## config.mk

```make
export PLATFORM = sky130hd
export DESIGN_NAME = shreg_dualclk
export DESIGN_NICKNAME = d
export VERILOG_FILES = /design/src/rtl/shreg_pkg.sv /design/src/rtl/shreg_sync.sv /design/src/rtl/shreg_fall_fsm.sv /design/src/rtl/shreg_stages.sv /design/src/rtl/shreg_dualclk.sv
export SDC_FILE = /design/constraint.sdc
export NUM_CORES = 1
export LEC_CHECK = 0
export BUFFER_PORTS_ARGS = -buffer_cell sky130_fd_sc_hd__buf_4
export CAP_MARGIN = 20
export CORE_AREA = 5 5 42 44
export DETAILED_ROUTE_END_ITERATION = 10
export DIE_AREA = 0 0 47 49
export GPL_ROUTABILITY_DRIVEN = 1
export GPL_TIMING_DRIVEN = 0
export MAX_ROUTING_LAYER = met4
export REMOVE_ABC_BUFFERS = 1
export SLEW_MARGIN = 20
export SYNTH_ARGS = -nofsm -noshare
export SYNTH_HDL_FRONTEND = slang
export SYNTH_SLANG_ARGS = --single-unit
```

## constraint.sdc

```tcl
create_clock -name clk -period 1.53 [get_ports clk]
set_clock_uncertainty 0.1 [all_clocks]
set_input_delay 0.306 -clock clk [delete_from_list [all_inputs] [get_ports clk]]
set_output_delay 0.306 -clock clk [all_outputs]
set_load 0.005 [all_outputs]
```

## src/rtl/shreg_pkg.sv

```systemverilog
package shreg_pkg;

    typedef enum logic [1:0] {
        OP_HOLD  = 2'd0,
        OP_SHIFT = 2'd1,
        OP_LOAD  = 2'd2
    } shreg_op_e;

    typedef enum logic {
        LINE_LOW  = 1'b0,
        LINE_HIGH = 1'b1
    } line_state_e;

    localparam int SYNC_BITS = 3;
    localparam int IDX_SHIFT = 0;
    localparam int IDX_LOAD  = 1;
    localparam int IDX_MODE  = 2;

endpackage

```

## src/rtl/shreg_sync.sv

```systemverilog
module shreg_sync #(
    parameter int DEPTH = 2,
    parameter int WIDTH = 3
) (
    input  logic             clk,
    input  logic             rst,
    input  logic [WIDTH-1:0] d_i,
    output logic [WIDTH-1:0] q_o
);
    logic [WIDTH-1:0] chain [DEPTH];

    for (genvar s = 0; s < DEPTH; s++) begin : g_stage
        if (s == 0) begin : g_first
            always_ff @(posedge clk) begin
                if (rst) chain[s] <= '0;
                else     chain[s] <= d_i;
            end
        end else begin : g_rest
            always_ff @(posedge clk) begin
                if (rst) chain[s] <= '0;
                else     chain[s] <= chain[s-1];
            end
        end
    end

    assign q_o = chain[DEPTH-1];
endmodule

```

## src/rtl/shreg_fall_fsm.sv

```systemverilog
module shreg_fall_fsm
    import shreg_pkg::*;
(
    input  logic clk,
    input  logic rst,
    input  logic lvl_i,
    output logic fall_o
);
    line_state_e state_q, state_d;

    always_ff @(posedge clk) begin
        if (rst) state_q <= LINE_LOW;
        else     state_q <= state_d;
    end

    always_comb begin
        state_d = state_q;
        fall_o  = 1'b0;
        unique case (state_q)
            LINE_LOW: begin
                if (lvl_i) state_d = LINE_HIGH;
            end
            LINE_HIGH: begin
                if (!lvl_i) begin
                    state_d = LINE_LOW;
                    fall_o  = 1'b1;
                end
            end
        endcase
    end
endmodule

```

## src/rtl/shreg_stages.sv

```systemverilog
module shreg_stages
    import shreg_pkg::*;
#(
    parameter int N = 4
) (
    input  logic      clk,
    input  logic      rst,
    input  shreg_op_e op_i,
    input  logic      ser_i,
    input  logic [N-1:0] par_i,
    output logic [N-1:0] q_o
);
    logic [N-1:0] link;

    for (genvar i = 0; i < N; i++) begin : g_link
        if (i == 0) begin : g_head
            assign link[i] = ser_i;
        end else begin : g_body
            assign link[i] = q_o[i-1];
        end

        always_ff @(posedge clk) begin
            if (rst) begin
                q_o[i] <= 1'b0;
            end else begin
                unique case (op_i)
                    OP_SHIFT: q_o[i] <= link[i];
                    OP_LOAD:  q_o[i] <= par_i[i];
                    default:  q_o[i] <= q_o[i];
                endcase
            end
        end
    end
endmodule

```

## src/rtl/shreg_dualclk.sv

```systemverilog
module shreg_dualclk
    import shreg_pkg::*;
#(
    parameter int N          = 4,
    parameter int SYNC_DEPTH = 2
) (
    input  logic         clk,
    input  logic         rst,
    input  logic         mode_i,
    input  logic         shift_clk_i,
    input  logic         load_clk_i,
    input  logic         ser_i,
    input  logic [N-1:0] par_i,
    output logic [N-1:0] q_o,
    output logic         ser_o
);
    logic [SYNC_BITS-1:0] raw, synced;
    logic      mode_s, fall_r, fall_l;
    shreg_op_e op;

    always_comb begin
        raw            = '0;
        raw[IDX_SHIFT] = shift_clk_i;
        raw[IDX_LOAD]  = load_clk_i;
        raw[IDX_MODE]  = mode_i;
    end

    shreg_sync #(.DEPTH(SYNC_DEPTH), .WIDTH(SYNC_BITS)) u_sync (
        .clk (clk),
        .rst (rst),
        .d_i (raw),
        .q_o (synced)
    );

    assign mode_s = synced[IDX_MODE];

    shreg_fall_fsm u_edge_r (
        .clk    (clk),
        .rst    (rst),
        .lvl_i  (synced[IDX_SHIFT]),
        .fall_o (fall_r)
    );

    shreg_fall_fsm u_edge_l (
        .clk    (clk),
        .rst    (rst),
        .lvl_i  (synced[IDX_LOAD]),
        .fall_o (fall_l)
    );

    always_comb begin
        op = OP_HOLD;
        unique case (mode_s)
            1'b0: if (fall_r) op = OP_SHIFT;
            1'b1: if (fall_l) op = OP_LOAD;
        endcase
    end

    shreg_stages #(.N(N)) u_stages (
        .clk   (clk),
        .rst   (rst),
        .op_i  (op),
        .ser_i (ser_i),
        .par_i (par_i),
        .q_o   (q_o)
    );

    assign ser_o = q_o[N-1];
endmodule

```

==> flow_summary.json <==
{
  "outcome": "finished clean",
  "critPathArrivalTime_ns": 0.76,
  "max_slew_margin_pct": 84.2,
  "leakage_nw": 0.235,
  "register_area_um2": 240,
  "drt_iter0_markers": 2,
  "numCtsBuffers": 3,
  "fin_nets": 66,
  "cts_resized": 0,
  "drc": 0,
  "grt-ovfl-total": 0,
  "final_cell_area_um2": 581,
  "setup_viol": 0,
  "crit_buf_inv": 1,
  "grt_antenna_before_repair": 0,
  "wl_um": 757,
  "antenna_left": 0,
  "cts.sinks": 12,
  "dpl_cell_area_um2": 544,
  "grt_usage_pct": 7.46,
  "yosys-top-cells-area": "dfxtp_1 56%, nor2b_1 12%, a22oi_1 5.2%",
  "antenna_cells": 0,
  "cp-start-kind": "flop",
  "post_drt_wl_per_cell_um": 10.7,
  "fill_cells": 156,
  "cpPeakStageDelay_ns": 0.37,
  "ios": 15,
  "dieArea_um2": 2300,
  "grt_pass1_vias": 299,
  "hold_path_class": "input port to flop",
  "grt_pass1_wl_mm": 1.18,
  "worstPathMaxFanout": 3,
  "end_kind": "output pin",
  "clockRootBuffer": "clkbuf_4",
  "yosysTopAreaCell": "dfxtp_1",
  "rsz0062_at_grt": "false",
  "setup_tns_ns": 0,
  "total_power_mw": 0.608,
  "crit_required_ns": 1.12,
  "synthesis.area_um2": 430,
  "fp.dieH_um": 49,
  "worst_pin_slew_ns": 0.237,
  "hpwl_um": 575,
  "finalCriticalPeriod_ns": 1.16,
  "start_util_pct": 30.7,
  "drive_gt1_share_pct": 41.8,
  "die_x_um": 47,
  "r2r_start": "u_sync.chain[1][2]",
  "crit_family": "flip-flops",
  "drv_slew": 0,
  "num_vias": 324,
  "cts_tree": "built",
  "cp_cell_sequence": "buf_4",
  "clock.fmax_mhz": 860,
  "multiInputGateArea_um2": 179,
  "synthCells": 39,
  "hold_path_startpoint": "mode_i",
  "r2r_setup_slack_ns": 0.37,
  "final_util_pct": 41.4,
  "synth_top_area_share_pct": 55.8,
  "ctsHoldBuffers": 0,
  "port_buffers": 14,
  "avgSynthCellArea_um2": 11.0,
  "synthDistinctLibCells": 15,
  "grt_max_degree": 13,
  "cts_setup_buffers": 0,
  "core_um2": 1400,
  "power_per_cell_area_nw_per_um2": 1050,
  "gp_congestion": 0.724,
  "ys_warn_count": 0,
  "seq_area_frac_synth_pct": 55.8,
  "drv_cap": 0,
  "vdd_drop_max_mv": 0.576,
  "critPathSlowestCell": "dfxtp_1",
  "rows": 14,
  "first_pass_iters": 2,
  "cp-startpoint": "u_stages.q_o[1]",
  "hold_viol_final": 0,
  "final.period_utilization_pct": 76.0,
  "ys_ff_latch": 12,
  "clock_latency_ns": 0.27,
  "cts.clk_slew.worst_paths_ns": 0.07,
  "htree_levels": 1,
  "worstSetupPathType": "flop to output pin",
  "viasPerCell": 4.56,
  "area_delta_synth_final_pct": 34.9,
  "max-clock-path-buffers": 2
}
-- final timing paths --
kind                         to  cells past startpoint
min          u_sync.chain[0][2]                      2
min reg2reg  u_sync.chain[1][0]                      1
max                      q_o[1]                      1
max reg2reg     u_stages.q_o[3]                      3
-- kinds of logic (layout without fill, tap and decap cells) --
kind of cell / count (synthesis) / count (layout) / synth area share [%]
simple gates: 17 / 17 / 27.9
buf+inv: 2 / 18 / 2.62
compound gates: 8 / 8 / 13.7
flops: 12 / 12 / 55.8
-- cell usage after synthesis --
cell type	count
nand3_1	3
a21oi_2	1
nor2b_1	8
dfxtp_1	12
nand2_1	1
buf_4	1
a21oi_1	3
nor2_1	1
a211oi_2	1
a22oi_1	3
and3b_2	1
nand3b_1	1
nor3b_4	1
clkbuf_1	1
or3b_4	1
-- where the power goes --
part / internal (mW) / total, mW / leakage [nW] / switching (mW)
registers: 0.322 / 0.327 / 0.0982 / 0.00516
clock network: 0.144 / 0.245 / 0.0210 / 0.101
logic: 0.0240 / 0.0355 / 0.116 / 0.0115
-- final cells by class --
| class | count | area share [%] |
|---|---|---|
| clock buffers | 4 | 6.25 |
| well taps | 16 | 3.45 |
| multi-input cells | 25 | 30.8 |
| flip-flops and latches | 12 | 41.4 |
| repair buffers | 14 | 18.1 |
-- metal layers --
metal / track usage (%) / vias up / routed length (um)
met3: 2.58 / 2 / 104
met4: 6.91 / 0 / 4
li1: - / 167 / -
met5: - / - / 0
met2: 8.60 / 15 / 296
met1: 9.53 / 140 / 353
-- sequential cells by signal (all words and copies together) (netlist names) --
| name | cells |
|---|---|
| u_sync.chain | 6 |
| u_stages.q_o | 4 |
| u_edge_l.state_q | 1 |
| u_edge_r.state_q | 1 |
-- per-stage QoR --
stage / setup WS (ns) / hold WS, ns / instances
2_1_floorplan: 0.433 / 0.271 / 37
3_3_place_gp: 0.391 / 0.317 / 67
3_5_place_dp: 0.373 / 0.328 / 67
4_1_cts: 0.344 / 0.132 / 71
5_1_grt: 0.316 / 0.162 / 71
6_report: 0.367 / 0.143 / 71
-- cells in the final DEF, fill, tap and decap left out --
cell type and n:
nor2b_1 8, or3b_4 1, nor2_1 1, nand3_1 3, nand2_1 1, dfxtp_1 12
a211oi_2 1, a21oi_1 3, a21oi_2 1, nand3b_1 1, clkbuf_8 1, and3b_2 1
a22oi_1 3, clkbuf_4 3, buf_4 14, nor3b_4 1
Note: power is estimated with default switching activity, not from simulation.
